File: src/rtl/bf16_mul_pkg.sv
// Package: widths, derived positions and the control state type shared by the
// bfloat16 shift-add multiplier. Assumes a 32-bit working word whose upper half
// holds the bfloat16 layout (sign, exponent, mantissa).
package bf16_mul_pkg;
    localparam int HALF_W  = 16;
    localparam int WORD_W  = 2 * HALF_W;
    localparam int EXP_W   = 8;
    localparam int MAN_W   = HALF_W - 1 - EXP_W;
    localparam int SIG_W   = MAN_W + 1;
    localparam int STEPS   = SIG_W;
    localparam int LATENCY = STEPS + 1;
    localparam int EXP_LSB = WORD_W - 1 - EXP_W;
    localparam int BIAS    = (1 << (EXP_W - 1)) - 1;
    localparam int CNT_W   = $clog2(STEPS);

    typedef logic [WORD_W-1:0] word_t;
    typedef logic [HALF_W-1:0] half_t;

    typedef enum logic [1:0] {
        ST_IDLE = 2'd0,
        ST_ACC  = 2'd1,
        ST_FIN  = 2'd2
    } mul_state_t;
endpackage

File: src/rtl/bf16_operand_align.sv
// Operand aligner: splits one bfloat16 operand into its sign, its exponent
// field left at its 32-bit word position, and its significand with the hidden
// one restored at bit WORD_W-2. Purely combinational; assumes normal operands.
module bf16_operand_align
    import bf16_mul_pkg::*;
(
    input  half_t op,
    output logic  sign,
    output word_t exp_field,
    output word_t sig
);
    // Split the operand into its word-aligned parts.
    always_comb begin
        sign      = op[HALF_W-1];
        exp_field = word_t'(op[HALF_W-2:MAN_W]) << EXP_LSB;
        sig       = word_t'({1'b1, op[MAN_W-1:0]}) << (WORD_W - 1 - SIG_W);
    end
endmodule

File: src/rtl/bf16_sign_exp.sv
// Sign/exponent combiner: adds the two word-aligned exponent fields, removes
// one bias and places the XOR of the signs at the top bit. Assumes the
// exponent sum stays in range so the subtraction does not reach the sign bit.
module bf16_sign_exp
    import bf16_mul_pkg::*;
(
    input  logic  sign_a,
    input  logic  sign_b,
    input  word_t exp_a,
    input  word_t exp_b,
    output word_t se_word
);
    localparam word_t BIAS_WORD = word_t'(BIAS) << EXP_LSB;

    // Form the biased result exponent and attach the product sign.
    always_comb begin
        se_word = ((exp_a + exp_b) - BIAS_WORD)
                | {sign_a ^ sign_b, (WORD_W-1)'(0)};
    end
endmodule

File: src/rtl/bf16_shift_add_acc.sv
// Shift-add accumulator: on load, stores both aligned significands, clears the
// sum and sets the test mask on the first operand's hidden-one bit. Each step
// adds the current copy of B when A's masked bit is set, then shifts B and the
// mask right by one. The caller runs exactly STEPS steps after a load.
module bf16_shift_add_acc
    import bf16_mul_pkg::*;
(
    input  logic  clk,
    input  logic  rst_n,
    input  logic  load,
    input  logic  step,
    input  word_t sig_a,
    input  word_t sig_b,
    output word_t acc
);
    localparam word_t MASK_INIT = word_t'(1) << (WORD_W - 2);

    word_t a_q;
    word_t b_q;
    word_t mask_q;
    word_t acc_q;

    // Load the operands, or perform one conditional add and shift.
    always_ff @(posedge clk) begin
        if (!rst_n) begin
            a_q    <= '0;
            b_q    <= '0;
            mask_q <= '0;
            acc_q  <= '0;
        end else if (load) begin
            a_q    <= sig_a;
            b_q    <= sig_b;
            mask_q <= MASK_INIT;
            acc_q  <= '0;
        end else if (step) begin
            if (|(a_q & mask_q)) begin
                acc_q <= acc_q + b_q;
            end
            b_q    <= b_q >> 1;
            mask_q <= mask_q >> 1;
        end
    end

    assign acc = acc_q;
endmodule

File: src/rtl/bf16_norm_round.sv
// Normaliser/rounder: picks a one-bit or two-bit left shift from the sum's top
// bit and adds one to the exponent on the one-bit path. It rounds the top
// eight bits half-up and adds them below the cleared exponent, so a rounding
// carry reaches the exponent. Combinational.
module bf16_norm_round
    import bf16_mul_pkg::*;
(
    input  word_t acc,
    input  word_t se_word,
    output half_t packed_out
);
    localparam word_t EXP_ONE = word_t'(1) << EXP_LSB;

    word_t            shifted;
    word_t            base;
    word_t            cleared;
    word_t            packed_word;
    logic [SIG_W-1:0] head;
    logic [SIG_W:0]   rnd_sum;
    logic [SIG_W-1:0] rounded;
    logic             unused_low;

    // Normalise, round half-up and pack into the upper half-word.
    always_comb begin
        if (acc[WORD_W-1]) begin
            shifted = acc << 1;
            base    = se_word + EXP_ONE;
        end else begin
            shifted = acc << 2;
            base    = se_word;
        end
        head        = shifted[WORD_W-1 -: SIG_W];
        rnd_sum     = {1'b0, head} + (SIG_W+1)'(1);
        rounded     = rnd_sum[SIG_W:1];
        cleared     = (base >> EXP_LSB) << EXP_LSB;
        packed_word = cleared + (word_t'(rounded) << (EXP_LSB - MAN_W));
        packed_out  = packed_word[WORD_W-1 -: HALF_W];
    end

    assign unused_low = ^{shifted[WORD_W-SIG_W-1:0], rnd_sum[0],
                          packed_word[HALF_W-1:0]};
endmodule

File: src/rtl/bf16_shift_add_mul.sv
// Top: sequential bfloat16 multiplier. It accepts start only when idle and
// runs STEPS accumulation cycles plus one normalise/round cycle. It then
// registers the result with a one-cycle done pulse and holds it until the
// next result. Synchronous active-low reset; normal operands assumed.
module bf16_shift_add_mul
    import bf16_mul_pkg::*;
(
    input  logic        clk,
    input  logic        rst_n,
    input  logic        start,
    input  logic [15:0] op_a,
    input  logic [15:0] op_b,
    output logic        busy,
    output logic        done,
    output logic [15:0] result
);
    mul_state_t       state_q;
    logic [CNT_W-1:0] step_q;
    word_t            se_q;
    half_t            result_q;
    logic             done_q;

    logic             load;
    logic             step_en;
    half_t            ops      [2];
    logic             signs    [2];
    word_t            exps     [2];
    word_t            sigs     [2];
    word_t            se_word;
    word_t            acc;
    half_t            packed_res;

    assign ops[0]  = op_a;
    assign ops[1]  = op_b;
    assign load    = start && (state_q == ST_IDLE);
    assign step_en = (state_q == ST_ACC);

    // One aligner per operand.
    for (genvar i = 0; i < 2; i++) begin : g_align
        bf16_operand_align u_align (
            .op        (ops[i]),
            .sign      (signs[i]),
            .exp_field (exps[i]),
            .sig       (sigs[i])
        );
    end

    bf16_sign_exp u_sign_exp (
        .sign_a  (signs[0]),
        .sign_b  (signs[1]),
        .exp_a   (exps[0]),
        .exp_b   (exps[1]),
        .se_word (se_word)
    );

    bf16_shift_add_acc u_acc (
        .clk   (clk),
        .rst_n (rst_n),
        .load  (load),
        .step  (step_en),
        .sig_a (sigs[0]),
        .sig_b (sigs[1]),
        .acc   (acc)
    );

    bf16_norm_round u_norm (
        .acc        (acc),
        .se_word    (se_q),
        .packed_out (packed_res)
    );

    // Sequence idle -> accumulate -> finish and register the outputs.
    always_ff @(posedge clk) begin
        if (!rst_n) begin
            state_q  <= ST_IDLE;
            step_q   <= '0;
            se_q     <= '0;
            result_q <= '0;
            done_q   <= 1'b0;
        end else begin
            done_q <= 1'b0;
            case (state_q)
                ST_IDLE: begin
                    if (start) begin
                        se_q    <= se_word;
                        step_q  <= '0;
                        state_q <= ST_ACC;
                    end
                end
                ST_ACC: begin
                    step_q <= step_q + CNT_W'(1);
                    if (step_q == CNT_W'(STEPS - 1)) begin
                        state_q <= ST_FIN;
                    end
                end
                ST_FIN: begin
                    result_q <= packed_res;
                    done_q   <= 1'b1;
                    state_q  <= ST_IDLE;
                end
                default: state_q <= ST_IDLE;
            endcase
        end
    end

    assign busy   = (state_q != ST_IDLE);
    assign done   = done_q;
    assign result = result_q;
endmodule

File: config.mk
export PLATFORM = sky130hd
export DESIGN_NAME = bf16_shift_add_mul
export DESIGN_NICKNAME = d
export VERILOG_FILES = /design/src/rtl/bf16_mul_pkg.sv /design/src/rtl/bf16_operand_align.sv /design/src/rtl/bf16_sign_exp.sv /design/src/rtl/bf16_shift_add_acc.sv /design/src/rtl/bf16_norm_round.sv /design/src/rtl/bf16_shift_add_mul.sv
export SDC_FILE = /design/constraint.sdc
export NUM_CORES = 1
export LEC_CHECK = 0
export CELL_PAD_IN_SITES_DETAIL_PLACEMENT = 2
export CELL_PAD_IN_SITES_GLOBAL_PLACEMENT = 2
export CORE_MARGIN = 1.5
export CORE_UTILIZATION = 32
export CTS_CLUSTER_DIAMETER = 40
export DETAILED_ROUTE_END_ITERATION = 7
export PLACE_DENSITY = 0.75
export SYNTH_ARGS = -nofsm -noshare
export SYNTH_HDL_FRONTEND = slang
export SYNTH_SLANG_ARGS = --single-unit
File: constraint.sdc
create_clock -name clk -period 2.96 [get_ports clk]
set_input_delay 0.296 -clock clk [delete_from_list [all_inputs] [get_ports clk]]
set_output_delay 0.296 -clock clk [all_outputs]
set_load 0.005 [all_outputs]
==> impl.org, run 1 <==
** Yosys
- Flop and latch count out of synthesis :: 109
- After technology mapping, the gate count stands at between 800 and 900.
- Part of the Yosys area used for sequential elements :: 32.3%
- Share of synthesized flip-flops with an asynchronous set or reset :: 0%
- The synthesized netlist contains 73 unique library cells.
- In the synthesized netlist the dominant register cell turns out to be sky130_fd_sc_hd__dfxtp_1.
- The largest total area in the synthesized netlist belongs to sky130_fd_sc_hd__dfxtp_1.
- Netlist area before placement :: approximately 0.0068 mm^2
- Cell types with the largest area share after synthesis :: sky130_fd_sc_hd__dfxtp_1 32%, sky130_fd_sc_hd__nand2_1 9.8%, sky130_fd_sc_hd__ha_1 9.6%, sky130_fd_sc_hd__a21oi_1 7.8%, sky130_fd_sc_hd__xnor2_1 2.8%
- Counting flops with a built-in enable in the synthesized netlist gives 0.
- Nets in the synthesized netlist :: slightly below 1000
- During synthesis, Yosys emitted a total of 0 warnings.
- Of the post-synthesis cell area, the dominant cell type holds 32.3%.
- A synthesized cell averages around 7.7 um^2.

** Clock network
- Number of H-tree branching levels :: 3
- Worst skew pair latency :: roughly 0.36 ns
- The number of clock buffers added by TritonCTS is 9.
- Clock tree from TritonCTS :: built
- The clock drives 109 sinks.
- Maximum count of clock buffers along a single path :: 2
- Number of hold buffers added after CTS :: 0
- Once the clock tree was built, the setup fixing pass inserted 0 buffers.
- Clock edge transition at the registers on the reported setup and hold paths :: 0.08 ns
- The root buffer cell chosen for the clock tree is sky130_fd_sc_hd__clkbuf_16.

** Drt
- Mean number of vias per cell :: around 5.5
- In this run the remaining antenna-violating nets after routing total 0.
- Drt drc :: 0
- Post-detailed-route wirelength per cell :: between 15 and 20 um
- After the first detailed-routing iteration, the DRC count stood at approximately 230.
- Routed wire length :: about 22000 um
- Number of optimization iterations in the first detailed-route pass :: 4
- Detailed-route via count :: ~6500

** Global routing
- Total global-route track usage :: slightly above 20%
- Maximum number of pins on one net before global-route repair :: 43
- Antenna violations before repair :: 0
- Summed over all layers, the global routing overflow is 0.
- The number of global-route vias before repair was 6879.
- The first global-routing pass estimated roughly 36000 um of wire.

** Power
- For this design the total switching power over the nets is 855 uW.
- Clock share of power :: approximately 40%
- In this run the static leakage power is between 0.002 and 0.003 uW.
- Max rail drop VDD :: around 300 uV
- Dividing total power by cell area gives a power density of between 400 and 500 mW/mm^2.
- Overall power consumption after layout is estimated at 3170 uW.
- Switching share of power :: between 20% and 30%
- Internal power comes to around 2300 uW.
- Combinational logic burns 11.3% of the power.
- Sequential power share :: 48.6%

** Timing
- Final clock skew :: around 0.013 ns
- Share of the clock period used by the worst path after layout :: around nine tenths
- For the pin with the worst max-slew slack, the measured transition is around 0.8 ns.
- Summed negative setup slack over all endpoints :: 0 ns
- Worst slack on hold paths :: around 0.46 ns
- Static timing analysis puts the maximum clock frequency at around 0.37 GHz.
- Final WS setup :: between 0.2 and 0.3 ns
- The smallest clock period supported by the final layout is computed as around 2.7 ns.
- Number of pins with negative max-slew slack in the final report :: 0
- Unrepaired setup endpoints after global routing :: no
- Max-slew headroom at the worst pin :: between 40% and 50%
- Setup violations remaining at the end of the flow were counted as 0.
- The count of final hold-check violations came to 0.

** Floorplanning
- The floorplan has 52 rows.
- The die is ~150 um wide.
- Initial Utilization :: 33.0%
- Area of the die :: approximately 0.022 mm^2
- 53 I/O pins were placed.
- The floorplan step defined a core boundary enclosing between 0.02 and 0.025 mm^2.
- Vertical extent of the die :: approximately 150 um

** Layout
- The library cells used most frequently in the layout, excluding fill and tap cells, are 177 x sky130_fd_sc_hd__nand2_1, 108 x sky130_fd_sc_hd__dfxtp_1, 106 x sky130_fd_sc_hd__a21oi_1, 52 x sky130_fd_sc_hd__ha_1, 52 x sky130_fd_sc_hd__clkdlybuf4s50_1.
- Area of combinational cells with multiple inputs :: between 0.004 and 0.005 mm^2
- Relative to the synthesized area, the layout overhead comes to 16.6%.
- Fraction of final layout cells sized beyond drive strength 1 :: approximately 5.7%
- Most common library cell in the layout ignoring fill and taps :: sky130_fd_sc_hd__nand2_1
- The filler cells instantiated in the layout total 2417.
- In the final design database the tool counted 996 nets.
- Summing all flip-flop and latch instances after layout gives about 0.0022 mm^2.
- The repair_antennas step left the layout with diodes totalling 0.

** Critical path
- The worst setup path is launched from a flip-flop.
- At the worst endpoint, the arrival time is 2.93 ns.
- At the worst endpoint, the required time is about 3.2 ns.
- Critical Path Fanout Max :: 10
- The worst setup path is of the flip-flop to flip-flop kind.
- STA classifies the critical path endpoint as a flip-flop.

** Place
- At the placement stage, the worst setup path has a slack of 0.197 ns.
- Detailed-placement wirelength estimate :: roughly 16000 um
- GPL Wtd Cong :: 0.800
- Buffers placed on the I/O ports in this run total 52.

** Min path
- The worst hold path belongs to the class flip-flop to flip-flop.

** Job
- Max-cap violation count :: 0

** Outcome
- The flow ran to the end, and the final reports show no timing, DRC or antenna violations.
==> logic make-up after synthesis <==
family                     after synthesis  synth area share (%)
and+or+nand+nor                        330                  22.0
AOI/OAI and AO/OA                      266                  26.1
DFF                                    109                  32.3
buffers and inverters                   76                  4.39
adders and majority gates               54                  10.2
xor gates and xnor gates                35                  4.53
muxes                                    3                 0.463
==> layout make-up <==
cell class | count | area share [%]
Clock inverter | 6 | 0.888
Timing Repair Buffer | 72 | 8.50
Clock buffer | 10 | 2.90
Tap cell | 270 | 4.28
Inverter | 27 | 1.29
Multi-Input combinational cell | 688 | 54.5
Sequential cell | 109 | 27.7
==> cells in the mapped netlist, drive strengths merged, types with 6 or more instances <==
cell type and number:
nand2 178, dfxtp 109, a21oi 107, ha 52, nor2 48, clkbuf 37, o21ai 37, nand3 32
inv 26, a21boi 22, xnor2 22, a21o 13, nor3 13, xor2 13, buf 12, a22oi 11
a211oi 9, a31oi 9, or3 9, nand4 8, nor2b 8, nand2b 7, o211ai 7, a2111oi 6
and3 6, nand3b 6, o21a 6
==> power groups by stage <==
stage | Sequential [uW] | Clock [uW] | Combinational, uW
floorplan | 1550 | 0 | 231
global route | 1550 | 1360 | 402
CTS | 1540 | 1320 | 365
finish | 1540 | 1270 | 358
global placement | 1570 | 0 | 352
detailed placement | 1570 | 0 | 362
==> worst max-delay path: stages, from the launching register on <==
cell and delay (ns):
sky130_fd_sc_hd__dfxtp_2 0.38, sky130_fd_sc_hd__nand2b_2 0.22, sky130_fd_sc_hd__nand2_1 0.08, sky130_fd_sc_hd__ha_1 0.22
sky130_fd_sc_hd__and4_1 0.24, sky130_fd_sc_hd__nand2_1 0.09, sky130_fd_sc_hd__nor3b_1 0.23, sky130_fd_sc_hd__ha_1 0.22
sky130_fd_sc_hd__ha_1 0.18, sky130_fd_sc_hd__nand2_1 0.14, sky130_fd_sc_hd__or3_1 0.41, sky130_fd_sc_hd__nand3_1 0.09
sky130_fd_sc_hd__a21oi_1 0.06
==> timing repair <==
action / CTS / global route
gates resized for setup: 0 / 3
setup endpoints to repair: 0 / 2
hold endpoints to repair: 0 / 0
==> path summary, 6_finish.rpt <==
path | from | end | slack [ns] | cells past startpoint
max | u_acc.acc[31] | result[11] | 0.28 | 12
min | result[1] | result[1] | 0.46 | 2
max reg2reg | u_acc.acc[31] | result[11] | 0.28 | 12
min reg2reg | result[1] | result[1] | 0.46 | 2
==> metal layers <==
layer	GRT usage [%]	up-vias	wire [um]
met5	0	-	0
met2	34.8	57	10400
met4	4.26	0	295
met3	2.45	18	393
met1	27.5	3209	10500
li1	-	3183	-
==> metrics by stage <==
stage	cells	utilization, %	instance area [um^2]
final	1182	38.5	7890
after global routing	1182	38.5	7890
after CTS	1182	38.4	7880
after detailed placement	1166	37.0	7580
after global placement	1166	37.0	7580
after floorplan	873	-	6760
==> registers in the layout (all words and copies together) (netlist names), 2 cells and up <==
name and count:
u_acc.acc 32, step_q 3, u_acc.a_q 8, u_acc.b_q 30, result 16, state_q 2, u_acc.mask_q 8, se_q 9
(Power assumes the default switching activity.)
==> run 2, diff against run 1 <==
- TNS_END_PERCENT: not set -> 1
==> results of run 2 <==
Same layout as run 1: the final DEF is identical, and so are final timing and power.
